**config.mk**
```make
export PLATFORM = sky130hd
export DESIGN_NAME = irqc_top
export DESIGN_NICKNAME = d
export VERILOG_FILES = /design/src/rtl/irqc_pkg.sv /design/src/rtl/irqc_pick.sv /design/src/rtl/irqc_src.sv /design/src/rtl/irqc_top.sv
export SDC_FILE = /design/constraint.sdc
export NUM_CORES = 1
export LEC_CHECK = 0
export BUFFER_PORTS_ARGS = -buffer_cell sky130_fd_sc_hd__buf_2
export CORE_AREA = 2 2 232 234
export CTS_BUF_LIST = sky130_fd_sc_hd__clkbuf_4 sky130_fd_sc_hd__clkbuf_8
export CTS_CLUSTER_DIAMETER = 50
export DETAILED_ROUTE_END_ITERATION = 6
export DIE_AREA = 0 0 234 236
export HOLD_SLACK_MARGIN = 0.08
export PLACE_DENSITY = 0.67
export REMOVE_ABC_BUFFERS = 1
export SLEW_MARGIN = 40
export SYNTH_ARGS = -nofsm -noshare
export SYNTH_HDL_FRONTEND = slang
export SYNTH_HIERARCHICAL = 1
export SYNTH_SLANG_ARGS = --single-unit
export TNS_END_PERCENT = 10
```
**constraint.sdc**
```tcl
create_clock -name clk -period 61.8 [get_ports clk]
set_input_delay 9.27 -clock clk [delete_from_list [all_inputs] [get_ports clk]]
set_output_delay 9.27 -clock clk [all_outputs]
set_load 0.05 [all_outputs]
```
**src/rtl/irqc_pkg.sv**
```systemverilog
package irqc_pkg;
  localparam int PRIO_W = 4;
  localparam int VEC_W  = 8;
  localparam int DATA_W = 32;

  // word addresses on the register bus
  localparam int A_FEAT = 0;
  localparam int A_GCFG = 1;
  localparam int A_SPUR = 2;
  localparam int A_TASK = 3;
  localparam int A_ACK  = 4;
  localparam int A_EOI  = 5;
  localparam int A_SRC  = 8;

  // source configuration word bit positions
  localparam int B_MASK  = 31;
  localparam int B_POL   = 23;
  localparam int B_SENSE = 22;
  localparam int B_PRIO  = 16;

  typedef struct packed {
    logic              mask;
    logic              pol;
    logic              sense;
    logic [PRIO_W-1:0] prio;
    logic [VEC_W-1:0]  vec;
  } src_cfg_t;

  localparam src_cfg_t CFG_RST = '{mask: 1'b1, pol: 1'b0, sense: 1'b0, prio: '0, vec: '0};
endpackage

```
**src/rtl/irqc_pick.sv**
```systemverilog
module irqc_pick #(
  parameter int N = 16,
  parameter int W = 4,
  localparam int IW = (N > 1) ? $clog2(N) : 1
) (
  input  logic [N-1:0]        valid_i,
  input  logic [N-1:0][W-1:0] prio_i,
  output logic                any_o,
  output logic [IW-1:0]       idx_o,
  output logic [W-1:0]        best_o
);
  // descending scan with >= lets the lowest index win a tie
  always_comb begin
    any_o  = 1'b0;
    idx_o  = '0;
    best_o = '0;
    for (int i = N - 1; i >= 0; i--) begin
      if (valid_i[i] && (!any_o || prio_i[i] >= best_o)) begin
        any_o  = 1'b1;
        idx_o  = IW'(i);
        best_o = prio_i[i];
      end
    end
  end
endmodule

```
**src/rtl/irqc_src.sv**
```systemverilog
module irqc_src
  import irqc_pkg::*;
#(
  parameter int N_CPU  = 1,
  parameter int CPU_ID = 0
) (
  input  logic             clk,
  input  logic             rst_n,
  input  logic             soft_rst,
  input  logic             irq_i,
  input  logic             vp_we,
  input  logic             dst_we,
  input  src_cfg_t         wcfg,
  input  logic [N_CPU-1:0] wdst,
  input  logic             ack_clr,
  input  logic             eoi_clr,
  output src_cfg_t         cfg_o,
  output logic [N_CPU-1:0] dst_o,
  output logic             pend_o,
  output logic             isr_o,
  output logic             elig_o
);
  src_cfg_t         cfg_q, cfg_d;
  logic [N_CPU-1:0] dst_q, dst_d;
  logic             samp_q, prev_q, pend_q, pend_d, isr_q, isr_d;
  logic             act, edge_set, cfg_en, dst_en;

  always_comb begin
    act      = cfg_q.pol ? irq_i : ~irq_i;
    edge_set = samp_q & ~prev_q;
    cfg_en   = soft_rst | vp_we;
    dst_en   = soft_rst | dst_we;
    cfg_d    = soft_rst ? CFG_RST : wcfg;
    dst_d    = soft_rst ? '0 : wdst;
    if (soft_rst || cfg_q.sense || cfg_q.mask) pend_d = 1'b0;
    else                                       pend_d = (pend_q & ~ack_clr) | edge_set;
    isr_d    = soft_rst ? 1'b0 : ((isr_q | ack_clr) & ~eoi_clr);
  end

  always_ff @(posedge clk or negedge rst_n) begin
    if (!rst_n) begin
      cfg_q  <= CFG_RST;
      dst_q  <= '0;
      samp_q <= 1'b0;
      prev_q <= 1'b0;
      pend_q <= 1'b0;
      isr_q  <= 1'b0;
    end else begin
      if (cfg_en) cfg_q <= cfg_d;
      if (dst_en) dst_q <= dst_d;
      samp_q <= act;
      prev_q <= samp_q;
      pend_q <= pend_d;
      isr_q  <= isr_d;
    end
  end

  assign pend_o = cfg_q.sense ? samp_q : pend_q;
  assign isr_o  = isr_q;
  assign cfg_o  = cfg_q;
  assign dst_o  = dst_q;
  assign elig_o = pend_o & ~cfg_q.mask & dst_q[CPU_ID] & ~isr_q;

  // an acknowledged edge source drops its pending state unless a new edge arrives
  p_edge_clr_r11: assert property (@(posedge clk) disable iff (!rst_n)
    (ack_clr && !cfg_q.sense && !edge_set) |=> !pend_q);
endmodule

```
**src/rtl/irqc_top.sv**
```systemverilog
module irqc_top
  import irqc_pkg::*;
#(
  parameter int          N_SRC    = 16,
  parameter int          N_CPU    = 1,
  parameter int          CPU_ID   = 0,
  parameter logic [7:0]  SPUR_RST = 8'hFF,
  localparam int ADDR_W = $clog2(A_SRC + 2 * N_SRC),
  localparam int IDX_W  = (N_SRC > 1) ? $clog2(N_SRC) : 1
) (
  input  logic              clk,
  input  logic              rst_n,
  input  logic [N_SRC-1:0]  irq_i,
  input  logic [ADDR_W-1:0] bus_addr,
  input  logic              bus_wr,
  input  logic              bus_rd,
  input  logic [31:0]       bus_wdata,
  output logic [31:0]       bus_rdata,
  output logic              irq_o
);
  localparam logic [DATA_W-1:0] FEAT_WORD = {16'b0, 8'(N_CPU - 1), 8'(N_SRC - 1)};

  logic [1:0]              rs_q;
  logic                    rst_int_n;
  logic                    rst_q, rst_d;
  logic [PRIO_W-1:0]       task_q;
  logic [VEC_W-1:0]        spur_q;
  logic                    task_en, spur_en, ack_rd, eoi_wr;
  src_cfg_t                wcfg;
  src_cfg_t                cfg_a [N_SRC];
  logic [N_CPU-1:0]        dst_a [N_SRC];
  logic [DATA_W-1:0]       vp_word [N_SRC];
  logic [N_SRC-1:0][PRIO_W-1:0] prio_a;
  logic [N_SRC-1:0]        vp_we, dst_we, ack_clr, eoi_clr, pend_b, isr_b, elig_b, dlv_v;
  logic                    dlv_any, isr_any;
  logic [IDX_W-1:0]        win_idx, isr_idx;
  logic [PRIO_W-1:0]       win_prio, isr_prio;
  logic [DATA_W-1:0]       src_rd, rd_d;
  logic                    unused_wbits;

  // reset: asserted asynchronously, released on the second clock edge
  always_ff @(posedge clk or negedge rst_n) begin
    if (!rst_n) rs_q <= 2'b00;
    else        rs_q <= {rs_q[0], 1'b1};
  end
  assign rst_int_n = rs_q[1];

  always_comb begin
    ack_rd  = bus_rd && (bus_addr == ADDR_W'(A_ACK));
    eoi_wr  = bus_wr && (bus_addr == ADDR_W'(A_EOI));
    task_en = bus_wr && (bus_addr == ADDR_W'(A_TASK));
    spur_en = bus_wr && (bus_addr == ADDR_W'(A_SPUR));
    rst_d   = bus_wr && (bus_addr == ADDR_W'(A_GCFG)) && bus_wdata[0];
    wcfg    = '{mask: bus_wdata[B_MASK], pol: bus_wdata[B_POL], sense: bus_wdata[B_SENSE],
                prio: bus_wdata[B_PRIO +: PRIO_W], vec: bus_wdata[VEC_W-1:0]};
  end
  assign unused_wbits = ^{bus_wdata[30:24], bus_wdata[21:20], bus_wdata[15:8]};

  always_ff @(posedge clk or negedge rst_int_n) begin
    if (!rst_int_n) begin
      rst_q  <= 1'b0;
      task_q <= '1;
      spur_q <= SPUR_RST;
    end else begin
      rst_q <= rst_d;
      if (task_en) task_q <= bus_wdata[PRIO_W-1:0];
      if (spur_en) spur_q <= bus_wdata[VEC_W-1:0];
    end
  end

  for (genvar g = 0; g < N_SRC; g++) begin : g_src
    assign vp_we[g]  = bus_wr && (bus_addr == ADDR_W'(A_SRC + 2 * g));
    assign dst_we[g] = bus_wr && (bus_addr == ADDR_W'(A_SRC + 2 * g + 1));

    irqc_src #(.N_CPU(N_CPU), .CPU_ID(CPU_ID)) u_src (
      .clk      (clk),
      .rst_n    (rst_int_n),
      .soft_rst (rst_q),
      .irq_i    (irq_i[g]),
      .vp_we    (vp_we[g]),
      .dst_we   (dst_we[g]),
      .wcfg     (wcfg),
      .wdst     (bus_wdata[N_CPU-1:0]),
      .ack_clr  (ack_clr[g]),
      .eoi_clr  (eoi_clr[g]),
      .cfg_o    (cfg_a[g]),
      .dst_o    (dst_a[g]),
      .pend_o   (pend_b[g]),
      .isr_o    (isr_b[g]),
      .elig_o   (elig_b[g])
    );

    assign prio_a[g]  = cfg_a[g].prio;
    assign dlv_v[g]   = elig_b[g] && (cfg_a[g].prio > task_q) && (cfg_a[g].prio > isr_prio);
    assign ack_clr[g] = ack_rd && dlv_any && (win_idx == IDX_W'(g));
    assign eoi_clr[g] = eoi_wr && isr_any && (isr_idx == IDX_W'(g));
    assign vp_word[g] = {cfg_a[g].mask, pend_b[g] | isr_b[g], 6'b0, cfg_a[g].pol,
                         cfg_a[g].sense, 2'b0, cfg_a[g].prio, 8'b0, cfg_a[g].vec};
  end

  irqc_pick #(.N(N_SRC), .W(PRIO_W)) u_pick_isr (
    .valid_i (isr_b), .prio_i (prio_a),
    .any_o (isr_any), .idx_o (isr_idx), .best_o (isr_prio)
  );

  irqc_pick #(.N(N_SRC), .W(PRIO_W)) u_pick_dlv (
    .valid_i (dlv_v), .prio_i (prio_a),
    .any_o (dlv_any), .idx_o (win_idx), .best_o (win_prio)
  );

  always_comb begin
    src_rd = '0;
    for (int i = 0; i < N_SRC; i++) begin
      if (bus_addr == ADDR_W'(A_SRC + 2 * i))     src_rd = vp_word[i];
      if (bus_addr == ADDR_W'(A_SRC + 2 * i + 1)) src_rd = DATA_W'(dst_a[i]);
    end
  end

  always_comb begin
    case (bus_addr)
      ADDR_W'(A_FEAT): rd_d = FEAT_WORD;
      ADDR_W'(A_GCFG): rd_d = {31'b0, rst_q};
      ADDR_W'(A_SPUR): rd_d = DATA_W'(spur_q);
      ADDR_W'(A_TASK): rd_d = DATA_W'(task_q);
      ADDR_W'(A_ACK):  rd_d = dlv_any ? DATA_W'(cfg_a[win_idx].vec) : DATA_W'(spur_q);
      ADDR_W'(A_EOI):  rd_d = '0;
      default:         rd_d = src_rd;
    endcase
  end

  assign bus_rdata = rd_d;
  assign irq_o     = dlv_any;

  // a task priority of 15 holds every source back
  p_task_block_r4: assert property (@(posedge clk) disable iff (!rst_int_n)
    (task_q == '1) |-> !irq_o);
  // a request always outranks the task priority
  p_irq_prio_r13: assert property (@(posedge clk) disable iff (!rst_int_n)
    irq_o |-> (win_prio > task_q));
  // the acknowledged winner is in service on the next cycle
  p_ack_isr_r5: assert property (@(posedge clk) disable iff (!rst_int_n)
    (ack_rd && dlv_any && !rst_q) |=> isr_b[$past(win_idx)]);
  // end-of-interrupt retires exactly one in-service source
  p_eoi_drop_r7: assert property (@(posedge clk) disable iff (!rst_int_n)
    (eoi_wr && isr_any && !ack_rd && !rst_q) |=> ($countones(isr_b) + 1 == $past($countones(isr_b))));
  // the soft reset bit clears itself
  p_rst_self_clear_r9: assert property (@(posedge clk) disable iff (!rst_int_n)
    (rst_q && !rst_d) |=> !rst_q);
endmodule

```
* After elaboration in Yosys (flattened, before gate mapping)
Index checks and enable logic that the tools add are counted.
** Storage, ports and cells
- Flip-flop bits (word level) :: 335
- Input port bits :: 58
- Output and inout port bits :: 33
- Logic and storage cells :: 994
** Operators by class
- Order comparisons :: 63
- Equal/unequal tests :: 67
- Multiplexer cells :: 198
- Bitwise gates (word level) :: 273
- Reductions and logical operators :: 229
** Operator list (number)
- 2-to-1 mux 32 bit :: 32
- 2-to-1 mux 4 bit :: 63
- one-hot mux 32 bit (6 select lines) :: 1
- logical AND 1 bit :: 134
- > comparator 4 bit :: 32
- >= comparator 4 bit :: 30
- 2-to-1 mux 1 bit :: 97
- bitwise AND 1 bit :: 96
- == test 6 x 5 -> 1 bit, second input constant :: 16
- NOT 1 bit :: 96
- bitwise OR 1 bit :: 80
- == test 4 bit, second input constant :: 16
- logical OR 1 bit :: 62
- binary-select mux 15 bit (select 4 bit) :: 1
- == test 6 x 4 -> 1 bit, second input constant :: 8
- == test 6 bit, second input constant :: 8
- == test 4 x 3 -> 1 bit, second input constant :: 8
- zero test 1 bit :: 30
- 2-to-1 mux 8 bit :: 3
- == test 4 x 2 -> 1 bit, second input constant :: 4
- 2-to-1 mux 15 bit :: 1
- == test 6 x 2 -> 1 bit, second input constant :: 2
- == test 6 x 3 -> 1 bit, second input constant :: 2
- == test 4 x 1 -> 1 bit, second input constant :: 2
- other kinds (5) :: 6

* Longest topological paths before layout
- Word-level depth :: 130
- Depth in mapped cells :: 263
- Depth with buffers taken out :: 246

* Hierarchy
The synthesis kept the hierarchy.
** By module, submodules not included
- irqc_src :: times used 16, cells an instance 65, area each 834.6 um^2, seq. area each 501.7 um^2
- irqc_top :: times used 1, cells an instance 926, area each 7272.0 um^2, seq. area each 390.4 um^2
- irqc_pick :: times used 2, cells an instance 427, area each 2989.1 um^2, seq. area each 0.0 um^2

* Worst setup path before layout
Ideal clock, no wire load.
- Path type :: register to output
- From :: register g_src[15].u_src.isr_q
- To :: output port bus_rdata[3]
- Arrival time :: 45.117 ns
- Required time :: 52.530 ns
- Slack :: 7.413 ns
- Stages on the path, launching flop included :: 248
- Buffers on the path :: 16
- Cell sequence :: dfrtp_1 buf_2 and2_1 inv_1 ha_1 a21oi_1 o21ai_0 a22oi_1 a22o_1 ha_1 nand2b_1 a31oi_1 o21ai_0 a221oi_1 nor2_1 ha_1 nand2b_1 a31oi_1 (+212 left out) inv_1 nor2_1 a31oi_1 ha_1 nand2b_1 a21o_1 a21o_1 a21oi_1 o21ai_0 and2_1 clkbuf_1 a311oi_1 buf_2 buf_2 mux4_2 mux4_2 nand2_1 nand3_1
** On the way
- Word-level cells in the longest chain between the ends :: 130
- Elaborated cells on any way between the ends :: 239
- Classes of those cells :: 46 x order compare; 83 x mux; 3 x bitwise; 107 x reduce/logical
** Ends and longest elaborated chain
- start, declared :: RTL line irqc_src.sv:25 : logic samp_q, prev_q, pend_q, pend_d, isr_q, isr_d;
- start signal, assigned :: RTL line irqc_src.sv:54 : isr_q <= isr_d;
- 2-to-1 mux 4 bit / 2-to-1 mux 1 bit (equally long branches) :: RTL line irqc_pick.sv:18 : if (valid_i[i] && (!any_o || prio_i[i] >= best_o)) begin
- >= comparator 4 bit / zero test 1 bit (equally long branches) :: RTL line irqc_pick.sv:18
- logical OR 1 bit :: RTL line irqc_pick.sv:18
- logical AND 1 bit :: RTL line irqc_pick.sv:18
- 2-to-1 mux 4 bit / 2-to-1 mux 1 bit (equally long branches) :: RTL line irqc_pick.sv:18
- >= comparator 4 bit / zero test 1 bit (equally long branches) :: RTL line irqc_pick.sv:18
- logical OR 1 bit :: RTL line irqc_pick.sv:18
- logical AND 1 bit :: RTL line irqc_pick.sv:18
- (+53 left out)
- named net isr_prio[0] :: RTL line irqc_top.sv:37 : logic [PRIO_W-1:0] win_prio, isr_prio;
- (+2 left out)
- named net dlv_v[15] :: RTL line irqc_top.sv:34 : logic [N_SRC-1:0] vp_we, dst_we, ack_clr, eoi_clr, pend_b, isr_b, elig_b, dlv_v;
- (+59 left out)
- logical AND 1 bit :: RTL line irqc_pick.sv:18
- 2-to-1 mux 4 bit * :: RTL line irqc_pick.sv:18
- named net win_idx[0] :: RTL line irqc_top.sv:36 : logic [IDX_W-1:0] win_idx, isr_idx;
- NOT 4 -> 5 bit (implied by the code) * :: RTL line irqc_top.sv:125 : ADDR_W'(A_ACK): rd_d = dlv_any ? DATA_W'(cfg_a[win_idx].vec) : DATA_W'(spur_q);
- binary-select mux 15 bit (select 4 bit) * :: RTL line irqc_top.sv:125
- 2-to-1 mux 8 bit (implied by the code) * (2 in series) :: RTL line irqc_top.sv:125
- 2-to-1 mux 8 bit * :: RTL line irqc_top.sv:125
- one-hot mux 32 bit (6 select lines) * :: RTL line irqc_top.sv:120 : case (bus_addr)
- end, declared :: RTL line irqc_top.sv:18 : output logic [31:0] bus_rdata,
The timed path passes the listed nets; every way through them passes the cells marked *. The select of a mux whose other input is x is not followed.

* Worst setup path in the final report
- From :: register g_src[15].u_src.isr_q
- To :: output port bus_rdata[0]
The elaborated chain is that of the path after synthesis.

==> results by group <==
Synthesis
  – Synth Instances: 2812
  – Syn Area/Cell: approximately 9.4 µm²
  – Post-Syn Area: 26500 µm²
  – Synthesis Warnings: 6

Critical path
  – Crit path largest cell delay: 0.54 ns
  – Slowest-stage cell, CP: mux4_2
  – Crit end category: primary output
  – Startpoint type of the worst setup path: flop
  – Worst EP arrival: 49.58 ns
  – Data required, critical path: 52.53 ns
  – Critical path class: reg -> out
  – Maximum fanout along the worst path: 12
  – Top cell by count, worst path: ha_1

Layout
  – Most frequent cells in the layout: nor2_1 (412), dfrtp_1 (302), mux2i_1 (244)
  – Area growth, synth to finish: 9.41%
  – Commonest non-fill, non-tap cell in the layout: nor2_1
  – # nets final: 3166
  – Share of layout cells above drive strength 1: 0.166

STA
  – Final WS setup: approximately 2.9 ns
  – Clk_skew: 0.0242 ns
  – Final Hold Fails: 0
  – Relative slew slack: 0.354
  – Final setup violating endpoints: 0
  – Tightest Pin Transition: 0.969 ns
  – Worst hold slack: between 0.2 and 0.3 ns
  – Fmax: 17.0 MHz
  – Final period util: 0.952
  – Max-slew violations: 0
  – Tmin final: 58.85 ns

Placement
  – Setup WS pre-CTS: 0.979 ns
  – Detailed Place HPWL: 66.0 mm
  – IO buf count: 57
  – GP Congestion: 0.942

Clock tree
  – Worst-Skew Late Latency: 0.68 ns
  – H-tree depth: 2
  – CTS buffer count: 56
  – CTS tree: done
  – Cts hold-fix bufs: 0
  – CTS max path bufs: 3
  – Clock sinks: 335
  – Worst-path clk slew: 0.06 ns
  – Root buffer cell: clkbuf_8

Run status
  – Status: complete, no violations

Routing
  – Router iterations before antenna repair: 6
  – Antenna Violating Nets Remaining: 0
  – DRC errors left: 0
  – Vias per std cell: 6.60
  – Detailed Route WL: 93.5 mm
  – Routed length per instance: between 20 and 30 µm
  – First DRT Iteration DRCs: 2506
  – Via count: 23900

Floorplanning
  – I/O pin cnt: slightly above 90
  – Die width: 234 µm
  – Num rows: 85
  – Die Area: 55200 µm²
  – Core ar.: 53100 µm²
  – DIE HEIGHT: around 240 µm
  – Initial Utilization: 0.500

Pwr
  – VDD IR max: 21.0 µV
  – P_leak: approximately 13 nW
  – Power per cell area: approximately 24 nW/µm²

Worst hold path
  – Hold Path Class: reg -> async

GRT
  – Gr usage total: 0.333
  – Vias in the first global route: 23100
  – First-pass GRT wire length: 140 mm
  – Grt ovf: 0
  – Initial antenna violation count: 7
  – Largest net degree at the start of global routing: 86

Flow run
  – Max-cap violations: 0
## metrics by stage
step	instances	util	total power [W]	instance area [µm²]	TNS [ns]
2_1_floorplan	2681	-	0.000405	25500	0
3_3_place_gp	3487	0.511	0.000455	27100	0
3_5_place_dp	3495	0.514	0.000467	27300	0
4_1_cts	3599	0.539	0.000694	28600	0
5_1_grt	3617	0.547	0.000732	29000	-1.22
6_report	3619	0.547	0.000699	29000	0
## registers in the layout, summed over array words and instances (netlist names)
signal	cells
task_q	4
g_src.u_src/prev_q	16
g_src.u_src/isr_o	16
spur_q	8
rs_q	2
rst_q	1
g_src.u_src/samp_q	16
g_src.u_src/dst_o	16
g_src.u_src/pend_q	16
g_src.u_src/cfg_o	240
## final timing paths
check	start	cells after the start	to	slack, ns
setup / recovery	g_src[15].u_src/isr_o	245	bus_rdata[0]	2.95
hold / removal	rs_q[1]	0	g_src[2].u_src/cfg_o[12]	0.30
setup reg to reg	g_src[15].u_src/isr_o	245	g_src[4].u_src/pend_q	13.30
hold reg to reg	rs_q[1]	0	g_src[2].u_src/cfg_o[12]	0.30
max in group asynchronous	rst_n	1	rs_q[1]	53.32
min in group clk	rs_q[0]	0	rs_q[1]	0.36
## per-layer routing
layer	track usage	part of all wire	wire length [µm]	vias up
li1	-	-	-	10500
met1	0.442	0.40	37800	11800
met2	0.504	0.44	41500	1308
met3	0.0743	0.096	8940	323
met4	0.177	0.056	5250	8
met5	0	0.00058	54	-
## power by group
part	total (W)	switching, W	internal, W
registers	0.000302	0.0000477	0.000254
logic	0.000169	0.0000926	0.0000765
clock network	0.000228	0.0000979	0.000130
total	0.000699	0.000238	0.000461
## area by class of cell
type,instances,area [µm²]
fill,4726,24000
multi-input combinational,2231,17000
sequential,335,8430
clock buffer,85,1040
timing repair buffer,135,1000
tap,696,871
inverter,115,432
clock inverter,19,254
antenna,3,7.51
## critical path: cells and delay by family (launching register included)
kind	cells	cell delay [ns]
AOI/OAI and AO/OA	110	22.77
adders and majority gates	33	8.98
buffers and inverters	16	2.33
DFF	1	0.49
muxes	7	2.60
and+or+nand+nor	79	11.71
## timing repair
item	CTS	global route
resized for setup	0	62
setup endpoints to repair	0	8
buffers inserted	0	16
No activity file was read; power rests on OpenSTA's default activity.
